File: src/rtl/wdt_pkg.sv
package wdt_pkg;
  typedef struct packed {
    logic pin_edge;
    logic sys_hold;
    logic man_hold;
    logic disabled;
  } wdt_clr_t;

  function automatic logic wdt_any_clear(wdt_clr_t c);
    return c.pin_edge | c.sys_hold | c.man_hold | c.disabled;
  endfunction
endpackage

File: src/rtl/wdt_sync.sv
module wdt_sync #(
  parameter int STAGES = 2
) (
  input  logic clk,
  input  logic rst_n,
  input  logic pin_i,
  output logic edge_o
);
  logic [STAGES-1:0] chain;
  logic              hist;

  for (genvar i = 0; i < STAGES; i++) begin : g_stage
    if (i == 0) begin : g_first
      always_ff @(posedge clk or negedge rst_n)
        if (!rst_n) chain[0] <= 1'b0;
        else        chain[0] <= pin_i;
    end else begin : g_next
      always_ff @(posedge clk or negedge rst_n)
        if (!rst_n) chain[i] <= 1'b0;
        else        chain[i] <= chain[i-1];
    end
  end

  always_ff @(posedge clk or negedge rst_n)
    if (!rst_n) hist <= 1'b0;
    else        hist <= chain[STAGES-1];

  assign edge_o = chain[STAGES-1] ^ hist;
endmodule

File: src/rtl/wdt_prescale.sv
module wdt_prescale #(
  parameter int DIV = 125000
) (
  input  logic clk,
  input  logic rst_n,
  input  logic clr_i,
  output logic tick_o
);
  if (DIV == 1) begin : g_pass
    logic unused_ok;
    assign unused_ok = clk ^ rst_n;
    assign tick_o    = ~clr_i;
  end else begin : g_div
    localparam int W = $clog2(DIV);
    localparam logic [W-1:0] LAST = W'(DIV - 1);
    logic [W-1:0] count;

    always_ff @(posedge clk or negedge rst_n)
      if (!rst_n)      count <= '0;
      else if (clr_i)  count <= '0;
      else if (tick_o) count <= '0;
      else             count <= count + 1'b1;

    assign tick_o = ~clr_i & (count == LAST);
  end
endmodule

File: src/rtl/wdt_timeout.sv
module wdt_timeout #(
  parameter int TICKS = 1600,
  localparam int CW = $clog2(TICKS)
) (
  input  logic          clk,
  input  logic          rst_n,
  input  logic          clr_i,
  input  logic          tick_i,
  output logic [CW-1:0] cnt_o,
  output logic          expire_o
);
  localparam logic [CW-1:0] LAST = CW'(TICKS - 1);

  always_ff @(posedge clk or negedge rst_n)
    if (!rst_n) begin
      cnt_o    <= '0;
      expire_o <= 1'b0;
    end else if (clr_i) begin
      cnt_o    <= '0;
      expire_o <= 1'b0;
    end else if (tick_i && cnt_o == LAST) begin
      cnt_o    <= '0;
      expire_o <= 1'b1;
    end else begin
      if (tick_i) cnt_o <= cnt_o + 1'b1;
      expire_o <= 1'b0;
    end
endmodule

File: src/rtl/wdog_edge_timer.sv
module wdog_edge_timer
  import wdt_pkg::*;
#(
  parameter int PRESCALE      = 125000,
  parameter int TIMEOUT_TICKS = 1600,
  parameter int SYNC_STAGES   = 2
) (
  input  logic clk,
  input  logic rst_n,
  input  logic wd_in,
  input  logic wd_enable,
  input  logic sys_rst_active,
  input  logic man_rst_active,
  output logic wd_overflow
);
  localparam int CW = $clog2(TIMEOUT_TICKS);

  logic          pin_edge;
  logic          tick;
  logic          clr;
  logic [CW-1:0] tick_cnt;
  wdt_clr_t      cause;

  wdt_sync #(.STAGES(SYNC_STAGES)) u_sync (
    .clk(clk), .rst_n(rst_n), .pin_i(wd_in), .edge_o(pin_edge)
  );

  always_comb begin
    cause.pin_edge = pin_edge;
    cause.sys_hold = sys_rst_active;
    cause.man_hold = man_rst_active;
    cause.disabled = ~wd_enable;
    clr            = wdt_any_clear(cause);
  end

  wdt_prescale #(.DIV(PRESCALE)) u_presc (
    .clk(clk), .rst_n(rst_n), .clr_i(clr), .tick_o(tick)
  );

  wdt_timeout #(.TICKS(TIMEOUT_TICKS)) u_tmo (
    .clk(clk), .rst_n(rst_n), .clr_i(clr), .tick_i(tick),
    .cnt_o(tick_cnt), .expire_o(wd_overflow)
  );
endmodule

File: config.mk
export PLATFORM = sky130hd
export DESIGN_NAME = wdog_edge_timer
export DESIGN_NICKNAME = d
export VERILOG_FILES = /design/src/rtl/wdt_pkg.sv /design/src/rtl/wdt_sync.sv /design/src/rtl/wdt_prescale.sv /design/src/rtl/wdt_timeout.sv /design/src/rtl/wdog_edge_timer.sv
export SDC_FILE = /design/constraint.sdc
export NUM_CORES = 1
export LEC_CHECK = 0
export ABC_CLOCK_PERIOD_IN_PS = 2400
export CORE_MARGIN = 2
export CORE_UTILIZATION = 45
export CTS_CLUSTER_SIZE = 14
export DETAILED_ROUTE_END_ITERATION = 6
export DONT_BUFFER_PORTS = 1
export PLACE_DENSITY = 0.61
export SLEW_MARGIN = 40
export SYNTH_ARGS = -nofsm -noshare
export SYNTH_HDL_FRONTEND = slang
export SYNTH_SLANG_ARGS = --single-unit
export TNS_END_PERCENT = 1
File: constraint.sdc
create_clock -name clk -period 2.4 [get_ports clk]
set_clock_uncertainty 0.15 [all_clocks]
set_input_delay 0.48 -clock clk [delete_from_list [all_inputs] [get_ports clk]]
set_output_delay 0.48 -clock clk [all_outputs]
set_load 0.02 [all_outputs]
# After elaboration in Yosys (flattened, before gate mapping)
# Cells that the tools add are included.
[word_totals]
out_inout_bits = 1
regBits = 32
elab_cells = 26
[op_classes]
n_addsub = 2
bitwise = 7
reduce_logical = 2
eq_ne = 2
n_mux = 7
[ops]
columns = ["op", "count"]
rows = [
  ["$mux 17", 2],
  ["$mux 11", 3],
  ["$add 17x1->17 const B", 1],
  ["$eq 17x17->1 const B", 1],
  ["$add 11x1->11 const B", 1],
  ["$eq 11x11->1 const B", 1],
  ["$or 1x1->1", 3],
  ["$reduce_bool 3->1", 1],
  ["$mux 1", 2],
  ["$not 1->1", 2],
  ["$and 1x1->1", 1],
  ["$logic_and 1x1->1", 1],
  ["$xor 1x1->1", 1],
]

# Logic depth before layout (Yosys ltp)
[depth]
ltp_word = 9
ltp_mapped = 6

# Cells and area by module
# Synthesis repeated with hierarchy kept, for this count alone.
[hier_totals]
hier_cells = 157
area_unflattened_um2 = 1609.0
[by_module_without_submodules]
columns = ["module", "instances", "seq_area_each_um2", "cells_each", "area_each_um2"]
rows = [
  ["wdt_prescale", 1, 425.4, 89, 874.6],
  ["wdt_timeout", 1, 300.3, 63, 640.6],
  ["wdt_sync", 1, 75.1, 4, 83.8],
  ["wdog_edge_timer", 1, 0.0, 1, 10.0],
]

# Worst setup path before layout
# No wires, ideal clock.
[synth_path]
path_type = "register -> register"
startpoint = "register u_presc.g_div.count[4]"
endpoint = "register u_tmo.cnt_o[10]"
slack_ns = 0.613
t_required_ns = 2.174
arrival_ns = 1.560
period_less_slack_ns = 1.787
setup_ns = 0.076
path_stages_with_launch = 6
cell_sequence = "dfrtp_1 > buf_4 > nor4_2 > nand4_1 > or4b_1 > o21ai_1"
[synth_between]
elab_chain_len = 5
[synth_rtl]
columns = ["element", "line", "text"]
rows = [
  ["start, declared", "wdt_prescale.sv:16", "logic [W-1:0] count;"],
  ["start signal, assigned", "wdt_prescale.sv:22", "else count <= count + 1'b1;"],
  ["$eq 17x17->1 *", "wdt_prescale.sv:24", "assign tick_o = ~clr_i & (count == LAST);"],
  ["$and 1x1->1 *", "wdt_prescale.sv:24", ""],
  ["$logic_and 1x1->1", "wdt_timeout.sv:21", "end else if (tick_i && cnt_o == LAST) begin"],
  ["$mux 11", "wdt_timeout.sv:21", ""],
  ["$mux 11", "wdt_timeout.sv:18", "end else if (clr_i) begin"],
  ["end signal, assigned", "wdt_timeout.sv:25", "if (tick_i) cnt_o <= cnt_o + 1'b1;"],
  ["end, declared", "wdt_timeout.sv:9", "output logic [CW-1:0] cnt_o,"],
]
# Mark *: on every way between the ends. The rest lies on a longest branch, timed or not.
# A chain may end at the register's enable or synchronous reset.

# Worst setup path in the final report
[layout_path]
startpoint = "register u_presc.g_div.count[3]"
endpoint = "register u_tmo.cnt_o[8]"
# The elaborated chain is that of the path after synthesis.

==> metrics.cfg <==
[cells_and_area]
num_antenna_cells=0
regArea_um2=801
stdcell_area_mm2=0.00187
drive_gt1_frac=0.101
nFillCells=336
syn2layout_area_growth_pct=8.87
nets=187
multi_input_area_um2=868

[synth]
ys_ff_latch=32
synth_edf_count=0
yosysUniqueCellTypes=38
syn_inst=176
avgSynthCellArea_um2=9.78
yosys_warnings=0
synth_ff_type=dfrtp_1
ys_seq_area_frac=0.465
synth_top_area_frac=0.465
yosysMostFrequentCell=dfrtp_1
synth_top_area_cell=dfrtp_1
ys_top_cells_by_area=dfrtp_1 47%, xnor2_1 6.1%, nand4_1 5.1%
syn_area_mm2=0.00172
synthesis.nets=184
async_reset_ff_frac=1.00
synthTopCellsByCount=32 x dfrtp_1, 19 x nor2_1, 16 x nand2_1

[floorplanning]
dieWidth_um=65.9
initial_core_util=0.470
core_mm2=0.00366
dieArea_mm2=0.00434
die_h_um=65.9
rows=22
ios=7

[sta]
hold_ws_ns=0.0709
period_needed_ns=2.12
tightest_slew_ns=0.553
slew_violations=0
fin_ws_ns=0.277
tns_ns=0
setup_viol=0
fin_crit_sh=0.885
hold_violations=0
rsz0062_at_grt=no
slew-limit-headroom=0.631
fmax_mhz=471

[clock_tree]
tritoncts=yes
post_cts_buffers=0
cts.sinks=32
insertion_delay_ns=0.29
cts_buffers=5
clk_pin_slew_ns=0.06
htree_levels=2
clockBufferDepth=2
clockRootBuffer=clkbuf_8

[detailed_routing]
drc_errors=0
wl_met1_um=1550
ant_nets=0
drt_iter0_drc=97
finalWirelength_um=3480
top_layer_used=met4
routedWlPerCell_um=15.3
wl_met3_um=115
dr_total_vias=1310
drtPass1Iterations=4
drt-vias-per-instance=5.77
met2_length_um=1750

[setup_path]
start_kind=flop
crit_slowest_cell=or4_1
required_ns=2.46
endpoint_kind=flop
ff2ff_setup_slack_ns=0.28
cp.arrival_ns=2.18
cp_max_fo=16
cpPeakStageDelay_ns=0.59
critical_path.cell_chain=nor4b_4 -> nand4_2 -> or4_1 -> a21oi_1
setup.worst_path.class=flop to flop

[global_routing]
antenna_found_initial=0
grt.total_usage=0.190
grt_pass1_wl_um=6050
gr-total-overflow=0
first_global_vias=1287
grt_max_degree=33

[power_and_ir_drop]
p_leak_nw=0.701
power.density_mw_per_mm2=549
fin_total_pwr_mw=1.03
irDropWorstVdd_v=0.000295

[worst_hold_path]
hold_path.class=input port to flop

[outcome]
outcome=complete, no violations

[placed_design]
place.port_buffers=0
placed_area_mm2=0.00175
dp_hpwl_um=2400
dp_slack_ns=0.273
gp_congestion=0.788

[job]
maxCapViolations=0

[kinds of logic (layout without fill, tap and decap cells)]
| group | after synthesis | after routing | share of synthesized area |
|---|---|---|---|
| xor+xnor | 16 | 16 | 0.0814 |
| fa+ha+maj | 2 | 2 | 0.0145 |
| simple gates | 96 | 96 | 0.342 |
| flops | 32 | 32 | 0.465 |
| buf+inv | 10 | 13 | 0.0305 |
| compound gates | 20 | 20 | 0.0669 |
[routing by layer]
| layer | global-route usage | vias to the layer above |
|---|---|---|
| met5 | 0 | - |
| met4 | 0.109 | 0 |
| met3 | 0.0409 | 6 |
| met2 | 0.306 | 26 |
| met1 | 0.236 | 629 |
| li1 | - | 649 |
[path summary, 6_finish.rpt]
| check | startpoint | end | cells after the start |
|---|---|---|---|
| setup / recovery | u_presc.g_div.count[3]$_DFF_PN0_ | u_tmo.cnt_o[8]$_DFFE_PN0P_ | 4 |
| hold reg to reg | u_sync.chain[0]$_DFF_PN0_ | u_sync.chain[1]$_DFF_PN0_ | 0 |
| min in group asynchronous | rst_n | u_tmo.cnt_o[9]$_DFFE_PN0P_ | 2 |
| setup reg to reg | u_presc.g_div.count[3]$_DFF_PN0_ | u_tmo.cnt_o[8]$_DFFE_PN0P_ | 4 |
| max in group asynchronous | rst_n | u_sync.hist$_DFF_PN0_ | 2 |
| hold / removal | wd_in | u_sync.chain[0]$_DFF_PN0_ | 0 |
[worst max-delay path, delay by kind of cell (launching register included)]
family             cells  cell delay [ns]
AOI/OAI and AO/OA      1             0.17
DFF                    1             0.49
and+or+nand+nor        3             1.24
[what timing repair did]
action,in CTS,in global routing
gates resized for setup,0,0
hold buffers,2,0
endpoints found under the hold margin,32,0
[registers in the layout (all words and copies together), names as in the netlist]
register / flops
u_tmo.expire_o: 1
u_tmo.cnt_o: 11
u_sync.chain: 2
u_sync.hist: 1
u_presc.g_div.count: 17
[report_power, final]
group	switching (mW)	internal [mW]
sequential	0.00166	0.542
combinational	0.0200	0.00764
clock	0.202	0.255
[cell usage in the layout, fill, tap and decap left out, drive strengths merged, types with 3 or more instances in the layout]
cell and count:
inv 3, a211oi 4, and4 3, xnor2 12, nor4 8, nor3 7
nand2 16, xor2 4, nor2 20, o21ai 7, nand4 16, dfrtp 32
nor4b 3, a21oi 7, nand3 6, clkbuf 7, and3 3
[area by class of cell]
class / count / share of cell area
multi-input combinational: 134 / 0.463
sequential: 32 / 0.427
clock buffer: 7 / 0.0514
tap: 48 / 0.0320
timing repair buffer: 3 / 0.0200
inverter: 3 / 0.00601
[through the flow]
stage          std cells  utilization
2_1_floorplan        176            -
3_3_place_gp         218        0.477
3_5_place_dp         218        0.477
4_1_cts              227        0.512
5_1_grt              227        0.512
6_report             227        0.512
Note: power is estimated with default switching activity, not from simulation.
